### config.mk
export PLATFORM = sky130hd
export DESIGN_NAME = wdog_prewarn
export DESIGN_NICKNAME = d
export VERILOG_FILES = /design/src/rtl/wdog_pkg.sv /design/src/rtl/wdog_prescaler.sv /design/src/rtl/wdog_counter.sv /design/src/rtl/wdog_cfg.sv /design/src/rtl/wdog_prewarn.sv
export SDC_FILE = /design/constraint.sdc
export NUM_CORES = 1
export LEC_CHECK = 0
export BUFFER_PORTS_ARGS = -buffer_cell sky130_fd_sc_hd__buf_4
export CAP_MARGIN = 20
export CORE_ASPECT_RATIO = 1.75
export CORE_UTILIZATION = 50
export DETAILED_ROUTE_END_ITERATION = 8
export GPL_ROUTABILITY_DRIVEN = 0
export HOLD_SLACK_MARGIN = 0.02
export PLACE_DENSITY_LB_ADDON = 0.25
export SETUP_SLACK_MARGIN = 0.15
export SYNTH_ARGS = -nofsm -noshare
export SYNTH_HDL_FRONTEND = slang
export SYNTH_HIERARCHICAL = 1
export SYNTH_SLANG_ARGS = --single-unit
export TNS_END_PERCENT = 10
### constraint.sdc
create_clock -name clk -period 5.17 [get_ports clk]
set_input_delay 0.7755 -clock clk [delete_from_list [all_inputs] [get_ports clk]]
set_output_delay 0.7755 -clock clk [all_outputs]
set_load 0.03 [all_outputs]
### src/rtl/wdog_pkg.sv
package wdog_pkg;
  parameter int unsigned WDOG_CW = 16;
  typedef logic [WDOG_CW-1:0] wcount_t;
  typedef struct packed {
    logic    long_div;
    wcount_t reload;
  } wdog_cfg_t;
endpackage

### src/rtl/wdog_prescaler.sv
module wdog_prescaler #(
  parameter int unsigned DIV_LO = 256,
  parameter int unsigned DIV_HI = 16384
) (
  input  logic clk,
  input  logic rst,
  input  logic run,
  input  logic clr,
  input  logic long_div,
  output logic tick
);
  localparam int unsigned PW = (DIV_HI > 2) ? $clog2(DIV_HI) : 1;
  localparam logic [PW-1:0] LAST_LO = PW'(DIV_LO - 1);
  localparam logic [PW-1:0] LAST_HI = PW'(DIV_HI - 1);

  logic [PW-1:0] phase;
  logic [PW-1:0] last;
  logic          at_end;

  assign last   = long_div ? LAST_HI : LAST_LO;
  assign at_end = (phase >= last);
  assign tick   = run && !clr && at_end;

  always_ff @(posedge clk) begin
    if (rst || clr) begin
      phase <= '0;
    end else if (run) begin
      phase <= at_end ? '0 : phase + 1'b1;
    end
  end
endmodule

### src/rtl/wdog_counter.sv
module wdog_counter
  import wdog_pkg::*;
#(
  parameter wcount_t INIT = 16'hFF00
) (
  input  logic    clk,
  input  logic    rst,
  input  logic    load,
  input  logic    tick,
  input  wcount_t reload,
  output wcount_t cnt,
  output logic    wrap
);
  localparam wcount_t TOP = '1;

  assign wrap = tick && !load && (cnt == TOP);

  always_ff @(posedge clk) begin
    if (rst) begin
      cnt <= INIT;
    end else if (load) begin
      cnt <= reload;
    end else if (tick) begin
      cnt <= wrap ? reload : cnt + 1'b1;
    end
  end
endmodule

### src/rtl/wdog_cfg.sv
module wdog_cfg
  import wdog_pkg::*;
#(
  parameter wcount_t INIT_RELOAD = 16'hFF00
) (
  input  logic      clk,
  input  logic      rst,
  input  logic      we,
  input  logic      running,
  input  wcount_t   wr_reload,
  input  logic      wr_long,
  output wdog_cfg_t cfg,
  output logic      err
);
  always_ff @(posedge clk) begin
    if (rst) begin
      cfg.reload   <= INIT_RELOAD;
      cfg.long_div <= 1'b0;
      err          <= 1'b0;
    end else if (we) begin
      if (running) begin
        err <= 1'b1;
      end else begin
        cfg.reload   <= wr_reload;
        cfg.long_div <= wr_long;
      end
    end
  end
endmodule

### src/rtl/wdog_prewarn.sv
module wdog_prewarn
  import wdog_pkg::*;
#(
  parameter int unsigned DIV_LO     = 256,
  parameter int unsigned DIV_HI     = 16384,
  parameter wcount_t     RST_RELOAD = 16'hFF00
) (
  input  logic    clk,
  input  logic    rst,
  input  logic    svc_i,
  input  logic    en_cmd_i,
  input  logic    dis_cmd_i,
  input  logic    cfg_we_i,
  input  wcount_t cfg_reload_i,
  input  logic    cfg_long_i,
  input  logic    warn_clr_i,
  output wcount_t cnt_o,
  output logic    running_o,
  output logic    warn_o,
  output logic    rst_req_o,
  output logic    cfg_err_o
);
  wdog_cfg_t cfg;
  logic      run_q;
  logic      warn_q;
  logic      req_q;
  logic      tick;
  logic      wrap;

  wdog_cfg #(.INIT_RELOAD(RST_RELOAD)) u_cfg (
    .clk      (clk),
    .rst      (rst),
    .we       (cfg_we_i),
    .running  (run_q),
    .wr_reload(cfg_reload_i),
    .wr_long  (cfg_long_i),
    .cfg      (cfg),
    .err      (cfg_err_o)
  );

  wdog_prescaler #(.DIV_LO(DIV_LO), .DIV_HI(DIV_HI)) u_pre (
    .clk     (clk),
    .rst     (rst),
    .run     (run_q),
    .clr     (svc_i),
    .long_div(cfg.long_div),
    .tick    (tick)
  );

  wdog_counter #(.INIT(RST_RELOAD)) u_cnt (
    .clk   (clk),
    .rst   (rst),
    .load  (svc_i),
    .tick  (tick),
    .reload(cfg.reload),
    .cnt   (cnt_o),
    .wrap  (wrap)
  );

  always_ff @(posedge clk) begin
    if (rst) begin
      run_q  <= 1'b1;
      warn_q <= 1'b0;
      req_q  <= 1'b0;
    end else begin
      if (dis_cmd_i)     run_q <= 1'b0;
      else if (en_cmd_i) run_q <= 1'b1;
      if (wrap)            warn_q <= 1'b1;
      else if (warn_clr_i) warn_q <= 1'b0;
      req_q <= wrap && warn_q;
    end
  end

  assign running_o = run_q;
  assign warn_o    = warn_q;
  assign rst_req_o = req_q;
endmodule

# Word-level counts from Yosys, hierarchy flattened
# Index checks and enable logic that the tools add are counted.
word_totals:
  reg_bits: 51
  in_bits: 24
op_classes:
  add_sub_neg: 2
  n_lt_le_gt_ge: 1
  n_eq_ne: 1
  n_mux: 9
  bitwise_logic: 1
  n_reduce_logical: 12
ops:
  columns: ["operator", "count"]
  rows:
  - ["16-bit 2-to-1 mux", 3]
  - ["14-bit 2-to-1 mux", 2]
  - ["16-bit by 1-bit adder with 16-bit output (second input constant)", 1]
  - ["16-bit equality test (second input constant)", 1]
  - ["14-bit by 1-bit adder with 14-bit output (second input constant)", 1]
  - ["14-bit greater-or-equal comparator", 1]
  - ["2-bit nonzero test", 3]
  - ["1-bit logical AND", 5]
  - ["1-bit 2-to-1 mux", 4]
  - ["2-bit AND reduction", 2]
  - ["1-bit zero test", 1]
  - ["1-bit logical OR", 1]
  - ["1-bit NOT", 1]

# Depth between registers and ports, before layout
depth:
  ltp_word: 8
  mapped_depth: 12

# By module
# The synthesis kept the hierarchy.
modules_own_cells:
  columns: ["mod", "n_inst", "cells_each", "area_per_inst_um2", "seq_area_each_um2"]
  rows:
  - ["wdog_counter", 1, 130, 1067.3, 320.3]
  - ["wdog_prescaler", 1, 105, 928.4, 280.3]
  - ["wdog_cfg", 1, 79, 779.5, 360.3]
  - ["wdog_prewarn", 1, 10, 97.6, 60.1]

# Worst setup path after synthesis
# No wires, ideal clock.
synth_path:
  path_type: "register to register"
  start: "register u_cfg/cfg[16] (netlist name)"
  end: "register u_cnt.cnt[11]"
  setup_ns: 0.115
  t_arrival_ns: 2.587
  required_time_ns: 5.055
  setup_slack_ns: 2.467
  path_stages_with_launch: 11
  synth_period_minus_slack_ns: 2.703
  path_cell_list: "dfxtp_1 > inv_1 > ha_1 > and4_1 > a31oi_2 > o21ai_1 > nor3b_1 > clkbuf_1 > nand2_1 > or4_1 > a31o_1"
synth_between:
  elab_chain_cells: 8
  word_cells_on_any_way: 9
synth_rtl:
  columns: ["element", "line", "rtl"]
  rows:
  - ["14-bit 2-to-1 mux *", "wdog_prescaler.sv:20", "assign last = long_div ? LAST_HI : LAST_LO;"]
  - ["14-bit greater-or-equal comparator *", "wdog_prescaler.sv:21", "assign at_end = (phase >= last);"]
  - ["1-bit logical AND *", "wdog_prescaler.sv:22", "assign tick = run && !clr && at_end;"]
  - ["named net tick", "wdog_prewarn.sv:27", "logic tick;"]
  - ["1-bit logical AND (2 in a row)", "wdog_counter.sv:16", "assign wrap = tick && !load && (cnt == TOP);"]
  - ["16-bit 2-to-1 mux", "wdog_counter.sv:24", "cnt <= wrap ? reload : cnt + 1'b1;"]
  - ["16-bit 2-to-1 mux", "wdog_counter.sv:23", "end else if (tick) begin"]
  - ["16-bit 2-to-1 mux", "wdog_counter.sv:21", "end else if (load) begin"]
  - ["end signal, assigned", "wdog_counter.sv:22", "cnt <= reload;"]
  - ["end signal, assigned", "wdog_counter.sv:24", null]
  - ["end, declared", "wdog_counter.sv:11", "output wcount_t cnt,"]
# Mark *: on every way through the listed nets, which the timed path passes. The rest lies on a longest branch. The select of a mux whose other input is x is not followed.
# A chain may end at the register's enable or synchronous reset.

# Worst setup path after layout
layout_path:
  start: "register u_cfg/cfg[16] (netlist name)"
  end: "register u_cnt.cnt[13]"
layout_between:
  elab_chain_cells: 8
  word_cells_on_any_way: 9
layout_rtl:
  columns: ["element", "line"]
  rows:
  - ["14-bit 2-to-1 mux *", "wdog_prescaler.sv:20"]
  - ["14-bit greater-or-equal comparator *", "wdog_prescaler.sv:21"]
  - ["1-bit logical AND *", "wdog_prescaler.sv:22"]
  - ["named net tick", "wdog_prewarn.sv:27"]
  - ["1-bit logical AND (2 in a row)", "wdog_counter.sv:16"]
  - ["16-bit 2-to-1 mux", "wdog_counter.sv:24"]
  - ["16-bit 2-to-1 mux", "wdog_counter.sv:23"]
  - ["16-bit 2-to-1 mux", "wdog_counter.sv:21"]
# Marks and branches as above.

==> load_flow_metrics.sql <==
INSERT INTO impl_metrics (metric_group, metric, value, unit) VALUES
('floorplanning', 'fp.coreArea', '5540', 'um^2'),
('layout', 'ratio_of_cells_with_drive_above_1_in_the_final_layout', '20.9', '%'),
('sta', 'post-route-min-period', '3.33', 'ns'),
('sta', 'timing.slew.headroom', '46.9', '%'),
('detailed_routing', 'firstDrtPassIters', '4', ''),
('pwr', 'total_power', '730', 'uW'),
('pwr', 'max-vdd-ir-drop', '0.225', 'mV'),
('floorplanning', 'fp-row-count', '36', ''),
('sta', 'timing_worst_slew_pin_value', '0.793', 'ns'),
('placed_design', 'pre_cts_ws', '1.87', 'ns'),
('pwr', 'power.static_leakage', '1.20', 'nW'),
('layout', 'final-seq-area', '1020', 'um^2'),
('worst_setup_path', 'r2r_cells', '13', ''),
('clocking', 'clock_insertion_delay_worst_skew', '0.30', 'ns'),
('logic_synthesis', 'post_synth_top_area_share', '35.5', '%'),
('global_route', 'global_route.overflow_total', '0', ''),
('layout', 'antenna_cells', '0', ''),
('logic_synthesis', 'synth_seq_area_share', '35.5', '%'),
('logic_synthesis', 'synthesis.instances', '324', ''),
('sta', 'timing.final.ws_setup', '1.84', 'ns'),
('clocking', 'cts-hold-fix-buffers', '0', ''),
('sta', 'setup-violations-final', '0', ''),
('clocking', 'cts_inserted_buffers', '5', ''),
('worst_setup_path', 'crit_chain', 'inv_1, ha_1, and4_1, a31oi_2, o21ai_1, buf_4, nor3b_1, buf_4, and4b_1, nand4_4, o21ai_4, o21ai_0, a221o_1', ''),
('floorplanning', 'io_pins', '44', ''),
('detailed_routing', 'first_iter_violations', '125', ''),
('global_route', 'globalRouteTotalUtil', '24.5', '%'),
('logic_synthesis', 'postSynth.asyncResetShare', '0', '%'),
('floorplanning', 'die_x', '59.3', 'um'),
('clocking', 'setup_bufs_post_cts', '0', ''),
('logic_synthesis', 'synth_top_family_by_area', 'simple AND/OR/NAND/NOR gates', ''),
('detailed_routing', 'residual_drc', '0', ''),
('global_route', 'first_global_vias', '2517', ''),
('clocking', 'clockBufferDepth', '2', ''),
('worst_setup_path', 'timing.critical_path.depth', '13', ''),
('logic_synthesis', 'synth_warnings', '6', ''),
('worst_setup_path', 'cpLargestDelayFamily', 'compound AO/OA/AOI/OAI gates', ''),
('placed_design', 'standard_cell_area_after_detailed_placement', '3180', 'um^2'),
('logic_synthesis', 'yosys.area_share.simple', '29.8', '%'),
('logic_synthesis', 'post_synth_adder_cell_area', '3.48', '%'),
('logic_synthesis', 'synthDistinctLibCells', '71', ''),
('global_route', 'grt_start_max_net_pins', '53', ''),
('outcome', 'outcome', 'completed', ''),
('logic_synthesis', 'synth-compound-area-share', '19.2', '%'),
('sta', 'period_share', '64.4', '%'),
('logic_synthesis', 'ys_flop_type', 'sky130_fd_sc_hd__dfxtp_1', ''),
('detailed_routing', 'routed_wirelength', '6870', 'um'),
('worst_setup_path', 'critical_path_peak_fanout', '14', ''),
('worst_setup_path', 'timing.critical_path.buf_inv', '3', ''),
('sta', 'finalSetupTns', '0', 'ns'),
('worst_setup_path', 'critical_path_required', '5.36', 'ns'),
('placed_design', 'dpl.hpwl', '5090', 'um'),
('clocking', 'cts_tree', 'done', ''),
('logic_synthesis', 'most_frequent_cells_after_synthesis', 'sky130_fd_sc_hd__dfxtp_1 (51), sky130_fd_sc_hd__nor2_1 (35), sky130_fd_sc_hd__nand2_1 (19), sky130_fd_sc_hd__o21ai_0 (18), sky130_fd_sc_hd__a21oi_1 (14)', ''),
('worst_setup_path', 'critical_path.startpoint_type', 'register', ''),
('global_route', 'global_route_wire_length_before_repair', '11300', 'um'),
('logic_synthesis', 'synth.area.top_cells', 'sky130_fd_sc_hd__dfxtp_1 (36%), sky130_fd_sc_hd__nor2_1 (4.6%), sky130_fd_sc_hd__nand4bb_1 (3.5%), sky130_fd_sc_hd__ha_1 (3.5%), sky130_fd_sc_hd__mux2i_1 (3.1%)', ''),
('layout', 'finish.instance_area', '3260', 'um^2'),
('detailed_routing', 'via_count', '2593', ''),
('floorplanning', 'floorplan.initialDensity', '51.9', '%'),
('layout', 'final_net_count', '390', ''),
('logic_synthesis', 'yosys_register_bits', '51', ''),
('logic_synthesis', 'synth.largest_area_cell', 'sky130_fd_sc_hd__dfxtp_1', ''),
('sta', 'setup_repair_after_global_routing_missed_its_margin', 'no', ''),
('placed_design', 'port_buffer_count', '43', ''),
('global_route', 'antenna_found_initial', '0', ''),
('clocking', 'clk_pin_slew', '0.09', 'ns'),
('clocking', 'htreeDepth', '2', ''),
('worst_hold_path', 'holdPathStages', '2', ''),
('worst_hold_path', 'hold_path_class', 'register to register', ''),
('logic_synthesis', 'synth.cell_area', '2870', 'um^2');
==> cells in the final DEF (no fill, tap or decap), types with 3 or more instances in the layout <==
| cell type | instances |
|---|---|
| sky130_fd_sc_hd__o21ai_0 | 18 |
| sky130_fd_sc_hd__a31oi_1 | 3 |
| sky130_fd_sc_hd__inv_1 | 8 |
| sky130_fd_sc_hd__dfxtp_1 | 51 |
| sky130_fd_sc_hd__nand4bb_1 | 9 |
| sky130_fd_sc_hd__a211oi_1 | 8 |
| sky130_fd_sc_hd__nand4_1 | 8 |
| sky130_fd_sc_hd__nand2_1 | 19 |
| sky130_fd_sc_hd__and4_1 | 5 |
| sky130_fd_sc_hd__nor4_1 | 4 |
| sky130_fd_sc_hd__xor2_1 | 5 |
| sky130_fd_sc_hd__nand2b_1 | 11 |
| sky130_fd_sc_hd__or3_1 | 4 |
| sky130_fd_sc_hd__a221oi_1 | 3 |
| sky130_fd_sc_hd__o21ai_1 | 5 |
| sky130_fd_sc_hd__buf_4 | 46 |
| sky130_fd_sc_hd__nand3_1 | 11 |
| sky130_fd_sc_hd__nor3_1 | 4 |
| sky130_fd_sc_hd__ha_1 | 8 |
| sky130_fd_sc_hd__a21oi_1 | 14 |
| sky130_fd_sc_hd__nor2_1 | 35 |
| sky130_fd_sc_hd__clkbuf_8 | 5 |
| sky130_fd_sc_hd__mux2i_1 | 9 |
| sky130_fd_sc_hd__a22oi_1 | 3 |
| sky130_fd_sc_hd__xnor2_1 | 5 |
==> power by group <==
part	total, mW	leakage [nW]	switching, mW	internal [mW]
sequential	0.416	0.415	0.0120	0.404
clock	0.221	0.0422	0.125	0.0953
combinational	0.0932	0.745	0.0538	0.0393
==> metrics by stage <==
step,hold WS [ns],utilization [%],instances
floorplan,0.440,-,324
global placement,0.437,57.4,427
detailed placement,0.443,57.4,427
CTS,0.465,58.8,435
global route,0.502,58.8,435
finish,0.457,58.8,435
==> sequential cells by signal, indices dropped and copies added (netlist names) <==
signal / flops
u_cfg/err: 1
u_cfg/cfg: 17
u_pre/phase: 14
warn_o: 1
running_o: 1
u_cnt/cnt: 16
rst_req_o: 1
==> cells by family (layout without fill, tap and decap cells) <==
family                   after synthesis  in the layout
AND/OR/NAND/NOR                      139            139
adder cells (fa/ha/maj)                8              8
XOR/XNOR                              10             10
AO/OA/AOI/OAI                         80             80
buffers and inverters                 27             62
multiplexers                           9              9
flip-flops                            51             51
==> final cells by class <==
cell class / instances / share of cell area (%)
inverters: 8 / 0.921
well taps: 76 / 2.92
repair buffers: 46 / 10.6
multi-input cells: 246 / 51.7
clock inverters: 1 / 0.154
flip-flops and latches: 51 / 31.3
clock buffers: 7 / 2.34
==> per-layer routing <==
layer	vias to the layer above	wire [um]	track usage, %
li1	1274	-	-
met1	1217	2540	25.8
met2	80	3730	44.3
met3	22	302	3.54
met4	0	289	14.8
met5	-	0	0
==> worst reg2reg max path: stages (launching register included) <==
cell	delay, ns
sky130_fd_sc_hd__dfxtp_1	0.34
sky130_fd_sc_hd__inv_1	0.12
sky130_fd_sc_hd__ha_1	0.32
sky130_fd_sc_hd__and4_1	0.20
sky130_fd_sc_hd__a31oi_2	0.13
sky130_fd_sc_hd__o21ai_1	0.14
sky130_fd_sc_hd__buf_4	0.22
sky130_fd_sc_hd__nor3b_1	0.20
sky130_fd_sc_hd__buf_4	0.20
sky130_fd_sc_hd__and4b_1	0.29
sky130_fd_sc_hd__nand4_4	0.16
sky130_fd_sc_hd__o21ai_4	0.40
sky130_fd_sc_hd__o21ai_0	0.19
sky130_fd_sc_hd__a221o_1	0.31
==> final timing paths <==
path                                     from            end  slack [ns]
worst max register to register  u_cfg/cfg[16]  u_cnt/cnt[13]        1.84
worst min register to register         warn_o      rst_req_o        0.46
worst min-delay path                   warn_o      rst_req_o        0.46
worst max-delay path            u_cfg/cfg[16]  u_cnt/cnt[13]        1.84
(Power assumes the default switching activity.)
